<file path="config.mk">
export PLATFORM = sky130hd
export DESIGN_NAME = clk_gate_ctl
export DESIGN_NICKNAME = d
export VERILOG_FILES = /design/src/rtl/clkgate_pkg.sv /design/src/rtl/clkgate_regs.sv /design/src/rtl/clkgate_fsm.sv /design/src/rtl/clk_gate_ctl.sv
export SDC_FILE = /design/constraint.sdc
export NUM_CORES = 1
export LEC_CHECK = 0
export BUFFER_PORTS_ARGS = -buffer_cell sky130_fd_sc_hd__buf_2
export CAP_MARGIN = 20
export CORE_MARGIN = 2
export CORE_UTILIZATION = 45
export CTS_BUF_LIST = sky130_fd_sc_hd__clkbuf_4 sky130_fd_sc_hd__clkbuf_8
export DETAILED_ROUTE_END_ITERATION = 12
export GPL_TIMING_DRIVEN = 0
export PLACE_DENSITY = 0.74
export SETUP_SLACK_MARGIN = 0.3
export SYNTH_ARGS = -nofsm -noshare
export SYNTH_HDL_FRONTEND = slang
export SYNTH_SLANG_ARGS = --single-unit
</file>
<file path="constraint.sdc">
create_clock -name clk -period 5.6 [get_ports clk]
set_clock_uncertainty 0.1 [all_clocks]
set_input_delay 0.28 -clock clk [delete_from_list [all_inputs] [get_ports clk]]
set_output_delay 0.28 -clock clk [all_outputs]
set_load 0.02 [all_outputs]
</file>
<file path="src/rtl/clkgate_pkg.sv">
package clkgate_pkg;
    typedef enum logic [1:0] {
        GATE_OFF  = 2'd0,
        GATE_ON   = 2'd1,
        GATE_HOLD = 2'd2
    } gate_state_t;

    localparam int F_OWNER  = 0;
    localparam int F_SWON   = 1;
    localparam int F_DLYEN  = 2;
    localparam int F_DLYLNG = 3;
    localparam int F_STATUS = 4;
endpackage

</file>
<file path="src/rtl/clkgate_regs.sv">
module clkgate_regs
    import clkgate_pkg::*;
#(
    parameter int DATA_W = 8
) (
    input  logic              clk,
    input  logic              rst_n,
    input  logic              we,
    input  logic [DATA_W-1:0] wdata,
    input  logic              status,
    output logic              sw_own,
    output logic              sw_on,
    output logic              dly_en,
    output logic              dly_long,
    output logic [DATA_W-1:0] rdata
);
    always_ff @(posedge clk or negedge rst_n) begin
        if (!rst_n) begin
            sw_own   <= 1'b0;
            sw_on    <= 1'b0;
            dly_en   <= 1'b0;
            dly_long <= 1'b0;
        end else if (we) begin
            sw_own   <= wdata[F_OWNER];
            sw_on    <= wdata[F_SWON];
            dly_en   <= wdata[F_DLYEN];
            dly_long <= wdata[F_DLYLNG];
        end
    end

    always_comb begin
        rdata           = '0;
        rdata[F_OWNER]  = sw_own;
        rdata[F_SWON]   = sw_on;
        rdata[F_DLYEN]  = dly_en;
        rdata[F_DLYLNG] = dly_long;
        rdata[F_STATUS] = status;
    end
endmodule

</file>
<file path="src/rtl/clkgate_fsm.sv">
module clkgate_fsm
    import clkgate_pkg::*;
#(
    parameter int LO_DLY = 4,
    parameter int HI_DLY = 16
) (
    input  logic clk,
    input  logic rst_n,
    input  logic demand,
    input  logic dly_en,
    input  logic dly_long,
    output logic gate_on
);
    localparam int CW = $clog2(HI_DLY + 1);
    localparam logic [CW-1:0] LO_LOAD = CW'(LO_DLY - 1);
    localparam logic [CW-1:0] HI_LOAD = CW'(HI_DLY - 1);

    gate_state_t state, state_nx;
    logic [CW-1:0] cnt, cnt_nx;

    // state register
    always_ff @(posedge clk or negedge rst_n) begin
        if (!rst_n) begin
            state <= GATE_OFF;
            cnt   <= '0;
        end else begin
            state <= state_nx;
            cnt   <= cnt_nx;
        end
    end

    // transitions
    always_comb begin
        state_nx = state;
        cnt_nx   = cnt;
        unique case (state)
            GATE_OFF: begin
                if (demand) state_nx = GATE_ON;
            end
            GATE_ON: begin
                if (!demand) begin
                    if (dly_en) begin
                        state_nx = GATE_HOLD;
                        cnt_nx   = dly_long ? HI_LOAD : LO_LOAD;
                    end else begin
                        state_nx = GATE_OFF;
                    end
                end
            end
            GATE_HOLD: begin
                if (demand)
                    state_nx = GATE_ON;
                else if (!dly_en || cnt == '0)
                    state_nx = GATE_OFF;
                else
                    cnt_nx = cnt - 1'b1;
            end
            default: state_nx = GATE_OFF;
        endcase
    end

    // outputs
    always_comb begin
        unique case (state)
            GATE_ON, GATE_HOLD: gate_on = 1'b1;
            default:            gate_on = 1'b0;
        endcase
    end
endmodule

</file>
<file path="src/rtl/clk_gate_ctl.sv">
module clk_gate_ctl
    import clkgate_pkg::*;
#(
    parameter int DATA_W  = 8,
    parameter int LO_DLY  = 4,
    parameter int HI_DLY  = 16,
    parameter bit KEEP_ON = 1'b0
) (
    input  logic              clk,
    input  logic              rst_n,
    input  logic              reg_we,
    input  logic [DATA_W-1:0] reg_wdata,
    output logic [DATA_W-1:0] reg_rdata,
    input  logic              hw_req,
    output logic              clk_en
);
    logic sw_own, sw_on, dly_en, dly_long, sw_demand, demand, gate_on;

    clkgate_regs #(.DATA_W(DATA_W)) u_regs (
        .clk(clk), .rst_n(rst_n), .we(reg_we), .wdata(reg_wdata),
        .status(gate_on), .sw_own(sw_own), .sw_on(sw_on),
        .dly_en(dly_en), .dly_long(dly_long), .rdata(reg_rdata)
    );

    generate
        if (KEEP_ON) begin : g_keep
            assign sw_demand = 1'b1;
        end else begin : g_norm
            assign sw_demand = sw_on;
        end
    endgenerate

    assign demand = sw_own ? sw_demand : hw_req;

    clkgate_fsm #(.LO_DLY(LO_DLY), .HI_DLY(HI_DLY)) u_fsm (
        .clk(clk), .rst_n(rst_n), .demand(demand),
        .dly_en(dly_en), .dly_long(dly_long), .gate_on(gate_on)
    );

    assign clk_en = gate_on;
endmodule

</file>
==> results.json <==
{
  "status": "completed",
  "fin_util_pct": 56.1,
  "wl_met1_um": 537,
  "required_ns": 5.65,
  "cts.sink_count": 11,
  "nFillCells": 133,
  "met2_length_um": 517,
  "ys_seq_area_share_pct": 39.2,
  "routed_wl_um": 1130,
  "synth_cell_types": 27,
  "die_h_um": 43.5,
  "die_x_um": 43.5,
  "avgSynthCellArea_um2": 10.8,
  "drcViolationCount": 0,
  "hold_ws_ns": 0.140,
  "clock-root-buffer": "clkbuf_4",
  "ys_warn_count": 0,
  "cts_made_buffers": 3,
  "setup_viol": 0,
  "grt_overflow_total": 0,
  "min_path_type": "input pin to register",
  "p_leak_uw": 0.000411,
  "drt-wirelength-per-cell_um": 11.2,
  "slew_headroom_pct": 63.8,
  "cts.reportedPaths.clkPinSlew_ns": 0.07,
  "area_delta_synth_final_pct": 18.9,
  "drive_above_1_share_pct": 40.0,
  "hpwlAfterDp_um": 897,
  "via_count": 509,
  "ys_ff_latch": 11,
  "synth_compound_gate_area_share_pct": 13.7,
  "ir_worst_vdd_mv": 0.254,
  "drt_iter0_markers": 3,
  "die-area_um2": 1890,
  "final_nets": 103,
  "min_period_ns": 2.13,
  "clk_latency_ns": 0.27,
  "muxShareOfSynthArea_pct": 13.2,
  "drtAntennaViolNets": 0,
  "firstDrtPassIters": 4,
  "viasPerCell": 5.04,
  "fp-row-count": 14,
  "route.met3.wl_um": 66,
  "period_share_pct": 38.1,
  "gp_congestion": 0.786,
  "antenna_found_initial": 0,
  "worstPathArrival_ns": 2.18,
  "cap_violations": 0,
  "synth_top_family_by_area": "compound AO/OA/AOI/OAI gates",
  "finalHoldViolations": 0,
  "fp.coreArea_um2": 1490,
  "drv_slew": 0,
  "synthAdderAreaFrac_pct": 8.91,
  "highest_layer": "met4",
  "cts_buffer_depth": 2,
  "tritoncts": "done",
  "max_freq_ghz": 0.469,
  "power_density_nw_per_um2": 390,
  "io_buffers": 13,
  "post-cts-setup-buffers": 0,
  "antenna_cells": 0,
  "ios": 21,
  "htree_num_levels": 1,
  "cp_max_fo": 4,
  "grt_max_degree": 12,
  "grt_pass1_wl_um": 2020,
  "netlist_area_um2": 702,
  "critPathCaptureType": "register",
  "grt_pass1_vias": 481,
  "startpoint_type": "register",
  "fin_setup_tns_ns": 0,
  "synth_cells": 65,
  "initial_core_util_pct": 47.1,
  "rsz0062_at_grt": "false",
  "critical_path_class": "register to register",
  "gr-usage-all-layers_pct": 14.4,
  "worst_pin_slew_ns": 0.532,
  "yosys.area_share.simple_pct": 9.63,
  "yosys.area_share.xor_xnor_pct": 2.50
}
[what timing repair did]
item                                    4_1_cts  5_1_grt
endpoints found under the setup margin        0        0
gates resized for setup                       0        0
hold buffers                                  1        0
hold endpoints to repair                     11        0
[where the power goes]
| part | internal (uW) | switching (uW) | leakage [uW] |
|---|---|---|---|
| clock network | 32.4 | 26.4 | 0.0000184 |
| registers | 101 | 22.4 | 0.000129 |
| logic | 66.8 | 76.8 | 0.000263 |
| total | 200 | 126 | 0.000411 |
[Yosys cell counts]
cell type / instances / area (um2)
o211ai_1: 1 / 7.51
a2111o_1: 1 / 11.3
mux2i_2: 1 / 13.8
xnor2_1: 2 / 17.5
dfrtp_1: 11 / 275
o21ai_0: 1 / 5.00
o21ai_4: 1 / 16.3
o21a_1: 1 / 7.51
or4b_4: 1 / 13.8
mux2_2: 4 / 45.0
nor4b_1: 1 / 8.76
nand2_1: 3 / 11.3
nor3_1: 1 / 5.00
buf_4: 8 / 60.1
mux2_1: 3 / 33.8
clkbuf_1: 1 / 3.75
o21ai_1: 1 / 5.00
a22oi_1: 1 / 7.51
a32oi_1: 1 / 8.76
nor2_1: 3 / 11.3
a21oi_1: 3 / 15.0
o22ai_2: 1 / 12.5
inv_1: 6 / 22.5
conb_1: 1 / 3.75
and3_4: 1 / 11.3
nand4_1: 1 / 6.26
ha_1: 5 / 62.6
[per-layer routing]
layer / vias up / global-route usage (%)
met5: - / 0
met4: 0 / 5.45
met3: 2 / 3.75
met2: 15 / 23.0
met1: 233 / 18.8
li1: 259 / -
[final cells by class]
cell class	count	area, um2	share of cell area, %
plain buffers	9	63.8	7.65
clock buffers	4	30.0	3.60
inverters	6	22.5	2.70
multi-input cells	41	348	41.7
flip-flops and latches	11	275	33.0
well taps	16	20.0	2.40
repair buffers	14	75.1	9.00
[flip-flops by register name, indices dropped and copies added, names as in the netlist]
register and count:
u_fsm.cnt 5, u_fsm.state 2, u_regs.sw_on 1, u_regs.dly_en 1, u_regs.sw_own 1, u_regs.dly_long 1
[cells in the final DEF, fill, tap and decap left out]
cell           instances
a2111o_1               1
a21oi_1                3
a22oi_1                1
a32oi_1                1
and3_4                 1
buf_2                 13
buf_4                  8
clkbuf_1               1
clkbuf_4               4
conb_1                 3
dfrtp_1               11
dlygate4sd3_1          1
ha_1                   5
inv_1                  6
mux2_1                 3
mux2_2                 4
mux2i_2                1
nand2_1                3
nand4_1                1
nor2_1                 3
nor3_1                 1
nor4b_1                1
o211ai_1               1
o21a_1                 1
o21ai_0                1
o21ai_1                1
o21ai_4                1
o22ai_2                1
or4b_4                 1
xnor2_1                2
[through the flow]
step | cell area, um2 | power [uW] | std cells | worst slack (ns)
detailed placement | 795 | 268 | 96 | 3.48
floorplan | 709 | 235 | 67 | 3.59
global route | 835 | 354 | 101 | 3.39
finish | 835 | 326 | 101 | 3.47
global placement | 795 | 263 | 96 | 3.49
CTS | 835 | 330 | 101 | 3.45
[cell families after synthesis]
group | count (synthesis)
mux | 8
other cells | 1
simple gates | 11
flops | 11
xor+xnor | 2
fa+ha+maj | 5
buf+inv | 15
compound gates | 12
[critical path, stage by stage, from the launching register on]
cell and delay, ns:
dfrtp_1 0.42, inv_1 0.09, ha_1 0.19, or4b_4 0.48, and3_4 0.22, o21ai_4 0.18, mux2_1 0.33
[worst paths after layout]
path	startpoint	to	slack, ns	cells after the start
min in group asynchronous	rst_n	u_fsm.cnt[0]	0.32	2
min reg2reg	u_fsm.cnt[4]	u_fsm.cnt[4]	0.39	1
max in group asynchronous	rst_n	u_regs.sw_on	4.87	2
max	u_fsm.cnt[0]	u_fsm.cnt[2]	3.47	6
max reg2reg	u_fsm.cnt[0]	u_fsm.cnt[2]	3.47	6
min	reg_wdata[2]	u_regs.dly_en	0.14	2
Note: power is estimated with default switching activity, not from simulation.
